===== src/rtl/mbox_pkg.sv =====
package mbox_pkg;

    typedef enum logic [1:0] {
        ST_EMPTY    = 2'd0,
        ST_FULL     = 2'd1,
        ST_OVERRUN  = 2'd2
    } mbox_state_e;

endpackage


===== src/rtl/mbox_filter.sv =====
module mbox_filter #(
    parameter int MATCH_BITS = 3,
    parameter logic [MATCH_BITS-1:0] MATCH_VAL = '0
) (
    input  logic                  wr_valid,
    input  logic [MATCH_BITS-1:0] addr_top,
    output logic                  hit
);
    always_comb begin
        hit = wr_valid && (addr_top == MATCH_VAL);
    end
endmodule


===== src/rtl/mbox_capture.sv =====
module mbox_capture #(
    parameter int DATA_W = 32,
    parameter int BYTE_W = 8
) (
    input  logic              clk,
    input  logic              rst_n,
    input  logic              hit,
    input  logic [DATA_W-1:0] data_in,
    input  logic [BYTE_W-1:0] abyte_in,
    input  logic [BYTE_W-1:0] side_in,
    output logic [DATA_W-1:0] data_q,
    output logic [BYTE_W-1:0] abyte_q,
    output logic [BYTE_W-1:0] side_q
);
    always_ff @(posedge clk) begin
        if (!rst_n) begin
            data_q  <= '0;
            abyte_q <= '0;
            side_q  <= '0;
        end else if (hit) begin
            data_q  <= data_in;
            abyte_q <= abyte_in;
            side_q  <= side_in;
        end
    end
endmodule


===== src/rtl/mbox_ctrl.sv =====
module mbox_ctrl
    import mbox_pkg::*;
(
    input  logic clk,
    input  logic rst_n,
    input  logic hit,
    input  logic rd,
    output logic pending,
    output logic overrun
);
    mbox_state_e state_q, state_d;

    always_ff @(posedge clk) begin
        if (!rst_n) state_q <= ST_EMPTY;
        else        state_q <= state_d;
    end

    always_comb begin
        state_d = state_q;
        unique case (state_q)
            ST_EMPTY: begin
                if (hit) state_d = ST_FULL;                      // ACCEPT / REFILL
            end
            ST_FULL: begin
                if (hit && rd)       state_d = ST_FULL;          // REFILL
                else if (hit)        state_d = ST_OVERRUN;       // OVERWRITE
                else if (rd)         state_d = ST_EMPTY;         // DRAIN
            end
            ST_OVERRUN: begin
                if (hit && rd)       state_d = ST_FULL;          // REFILL
                else if (rd)         state_d = ST_EMPTY;         // DRAIN
            end
            default: state_d = ST_EMPTY;
        endcase
    end

    always_comb begin
        pending = (state_q != ST_EMPTY);
        overrun = (state_q == ST_OVERRUN);
    end
endmodule


===== src/rtl/cmd_mailbox.sv =====
module cmd_mailbox #(
    parameter int ADDR_W     = 32,
    parameter int DATA_W     = 32,
    parameter int SLOT_W     = 4,
    parameter int MATCH_BITS = 3
) (
    input  logic              clk,
    input  logic              rst_n,
    input  logic              bus_wr_valid,
    input  logic [ADDR_W-1:0] bus_addr,
    input  logic [DATA_W-1:0] bus_data,
    input  logic [7:0]        bus_byte6,
    input  logic [SLOT_W-1:0] slot_id,
    input  logic              cpu_rd_cmd,
    output logic [DATA_W-1:0] cmd_reg,
    output logic [31:0]       stat_reg,
    output logic              irq
);
    localparam int BYTE_W    = 8;
    localparam int TOP_HI    = BYTE_W - 1;
    localparam int TOP_LO    = BYTE_W - MATCH_BITS;
    localparam int AB_LO     = BYTE_W;
    localparam int AB_HI     = 2 * BYTE_W - 1;
    localparam int STAT_PAD  = 32 - SLOT_W - 3 * BYTE_W;

    logic              hit;
    logic [BYTE_W-1:0] abyte_q;
    logic [BYTE_W-1:0] side_q;
    logic              pending;
    logic              overrun;
    logic              unused_addr_bits;

    assign unused_addr_bits = ^{bus_addr[ADDR_W-1:AB_HI+1], bus_addr[TOP_LO-1:0]};

    mbox_filter #(
        .MATCH_BITS (MATCH_BITS),
        .MATCH_VAL  ('0)
    ) u_filter (
        .wr_valid (bus_wr_valid),
        .addr_top (bus_addr[TOP_HI:TOP_LO]),
        .hit      (hit)
    );

    mbox_capture #(
        .DATA_W (DATA_W),
        .BYTE_W (BYTE_W)
    ) u_capture (
        .clk      (clk),
        .rst_n    (rst_n),
        .hit      (hit),
        .data_in  (bus_data),
        .abyte_in (bus_addr[AB_HI:AB_LO]),
        .side_in  (bus_byte6),
        .data_q   (cmd_reg),
        .abyte_q  (abyte_q),
        .side_q   (side_q)
    );

    mbox_ctrl u_ctrl (
        .clk     (clk),
        .rst_n   (rst_n),
        .hit     (hit),
        .rd      (cpu_rd_cmd),
        .pending (pending),
        .overrun (overrun)
    );

    always_comb begin
        stat_reg = {{STAT_PAD{1'b0}}, slot_id, side_q, abyte_q, 6'b0, pending, overrun};
        irq      = pending;
    end
endmodule


===== config.mk =====
export PLATFORM = sky130hd
export DESIGN_NAME = cmd_mailbox
export DESIGN_NICKNAME = d
export VERILOG_FILES = /design/src/rtl/mbox_pkg.sv /design/src/rtl/mbox_filter.sv /design/src/rtl/mbox_capture.sv /design/src/rtl/mbox_ctrl.sv /design/src/rtl/cmd_mailbox.sv
export SDC_FILE = /design/constraint.sdc
export NUM_CORES = 1
export LEC_CHECK = 0
export BUFFER_PORTS_ARGS = -buffer_cell sky130_fd_sc_hd__buf_2
export CELL_PAD_IN_SITES_DETAIL_PLACEMENT = 1
export CELL_PAD_IN_SITES_GLOBAL_PLACEMENT = 1
export CORE_MARGIN = 8
export CORE_UTILIZATION = 27
export CTS_BUF_LIST = sky130_fd_sc_hd__clkbuf_4 sky130_fd_sc_hd__clkbuf_8
export CTS_CLUSTER_SIZE = 16
export DETAILED_ROUTE_END_ITERATION = 8
export PLACE_DENSITY = 0.79
export SLEW_MARGIN = 0
export SYNTH_ARGS = -nofsm -noshare
export SYNTH_HDL_FRONTEND = slang
export SYNTH_HIERARCHICAL = 1
export SYNTH_SLANG_ARGS = --single-unit

===== constraint.sdc =====
create_clock -name clk -period 1.4 [get_ports clk]
set_input_delay 0.14 -clock clk [delete_from_list [all_inputs] [get_ports clk]]
set_output_delay 0.14 -clock clk [all_outputs]
set_load 0.005 [all_outputs]

==> out/results.tsv <==
metric	value	unit
cpMaxStageDelayCell	dfxtp_1	
crit_path_start_kind	register	
rows	32	
vias_per_cell	4.085	
cp_slowest_stage_delay	370	ps
pwr_density_cell	936.7	nW/µm²
gp_congestion	0.6564	
drive_above_1_share	0.4190	
multi_input_area	907.1	µm²
min_path_type	in2reg	
wl_per_cell	13.56	µm
synth.cell_area	2101	µm²
path_max_fanout	4	
hpwl	4175	µm
synth_cell_types	16	
worstPathCellList	and2b_2, buf_2	
clock_sinks	50	
grt_use_total	0.09596	
irDropWorstVdd	336.6	µV
seq_area_frac_synth	0.4765	
setup_violations	0	
io_buffers	105	
maxCapViolCount	0	
avgSynthCellArea	11.23	µm²
antenna_found_initial	0	
overflow	0	
register_area	1001	µm²
r2r_setup_slack	490	ps
worst-path-buf-inv	1	
grt_pass1_wl	8845	µm
critical_path.top_delay_family	flip-flops	
leakagePower	0.001179	µW
antennaDiodeCount	0	
cts_max_level	2	
antenna_left	0	
die-area	10860	µm²
maxSlewViolCount	0	
cp.arrival	1010	ps
clk_pin_slew	80	ps
drc	0	
critical_path_class	reg2out	
post-route-worst-setup-slack	249.9	ps
skew	0.6962	ps
min_path_cells	2	
cts_root_buf	clkbuf_8	
area_growth	29.01	%
fillerInstances	913	
final.min_clock_period	1150	ps
cts_setup_buffers	0	
cts_resized	0	
ys_warn_count	6	
postLayoutCoreUtil	0.3544	
syn_inst	187	
r2r-end	u_ctrl/state_q[0]	
grt_max_degree	30	
drtIter0Drc	17	
cts-buffers-inserted	5	
vias	1577	
synth-seq-cells	50	
r2r_cells	3	
first_pass_iters	3	
worst_ep_required_time	1260	ps
pre_cts_ws	-11.94	ps
postCtsHoldBufs	0	
die_h	104.2	µm
clk_path_buf_depth	2	
clkLatencyLatePin	290	ps
fmax	0.8695	GHz
tns	0	ps
grt_pass1_vias	1821	
rsz0062_at_grt	no	
reg2reg_from	u_ctrl/state_q[1]	
nets	365	
dieWidth	104.2	µm
start_util	0.2747	
io_pins	145	
hp-start	cpu_rd_cmd	
endpoint_kind	output pin	
min_to	u_ctrl/state_q[1]	
core_area	7647	µm²
cp.depth	2	
totalWireLength	5235	µm
hold_viol	0	
cts_tree	built	
outcome	finished, final reports clean	
fin_crit_sh	0.8215	
-- layout make-up --
| cell class | count | share of cell area |
|---|---|---|
| inverters | 3 | 0.004155 |
| flip-flops and latches | 50 | 0.3693 |
| clock buffers | 6 | 0.03047 |
| repair buffers | 109 | 0.2142 |
| well taps | 102 | 0.04709 |
| multi-input cells | 116 | 0.3347 |
-- logic make-up after synthesis --
logic type	synth area share
other	0.001785
and+or+nand+nor	0.1697
DFF	0.4765
muxes	0.2287
buffers and inverters	0.1120
AOI/OAI and AO/OA	0.01132
-- synthesized netlist by cell type --
library cell | count | area (µm²)
nor3_1 | 1 | 5.000
mux2i_1 | 48 | 480.5
and2b_2 | 2 | 17.52
a21oi_1 | 2 | 10.01
a31oi_1 | 1 | 6.260
buf_12 | 3 | 60.06
nor2b_1 | 48 | 300.3
buf_4 | 19 | 142.6
nor4b_2 | 2 | 30.03
inv_1 | 3 | 11.26
buf_2 | 2 | 10.01
dfxtp_1 | 50 | 1001
o211ai_1 | 1 | 7.510
clkbuf_1 | 3 | 11.26
nand2_1 | 1 | 3.750
conb_1 | 1 | 3.750
-- placed cells by master (no fill, tap or decap), drive strengths merged --
cell type    n
nor4b        2
nand2        1
and2b        2
o211ai       1
buf        109
inv          3
dfxtp       50
clkbuf       6
nor2b       48
a21oi        2
conb        10
a31oi        1
mux2i       48
nor3         1
-- worst max path at each step --
stage | from | end | slack, ps
floorplan | bus_addr[6] | u_capture/data_q[10] | 20
global placement | bus_addr[6] | u_capture/data_q[19] | 60
detailed placement | bus_addr[6] | u_capture/data_q[16] | -10
CTS | u_ctrl/state_q[0] | stat_reg[0] | 210
global route | u_ctrl/state_q[0] | stat_reg[0] | 180
finish | u_ctrl/state_q[0] | stat_reg[0] | 250
-- layer usage --
layer  track usage  routed length [µm]  vias up
met5             0                   0        -
met4       0.02172                  12        0
met3       0.06010                 606        2
met2        0.1549                2438       80
met1        0.1037                2176      719
li1              -                   -      776
-- power breakdown --
part	switching, µW	internal (µW)	total (µW)
Clock	439	382	822
Sequential	14.9	1450	1470
Combinational	108	143	250
-- per-stage QoR --
| step | hold WS [ps] | power [µW] | area (µm²) | cells |
|---|---|---|---|---|
| floorplan | 218.5 | 1656 | 2135 | 196 |
| global placement | 280.0 | 1745 | 2628 | 380 |
| detailed placement | 280.0 | 1755 | 2628 | 380 |
| CTS | 55.57 | 2599 | 2710 | 386 |
| global route | 76.17 | 2683 | 2710 | 386 |
| finish | 73.23 | 2539 | 2710 | 386 |
-- state kept, by name, summed over array words and instances, names as in the netlist --
name / count
u_capture/data_q: 32
u_capture/side_q: 8
u_capture/abyte_q: 8
u_ctrl/state_q: 2
-- worst reg2reg max path, cell delays in order (launching register included) --
cell and delay (ps):
dfxtp_1 340, nor4b_2 270, a31oi_1 60, a21oi_1 170
(Power assumes the default switching activity.)
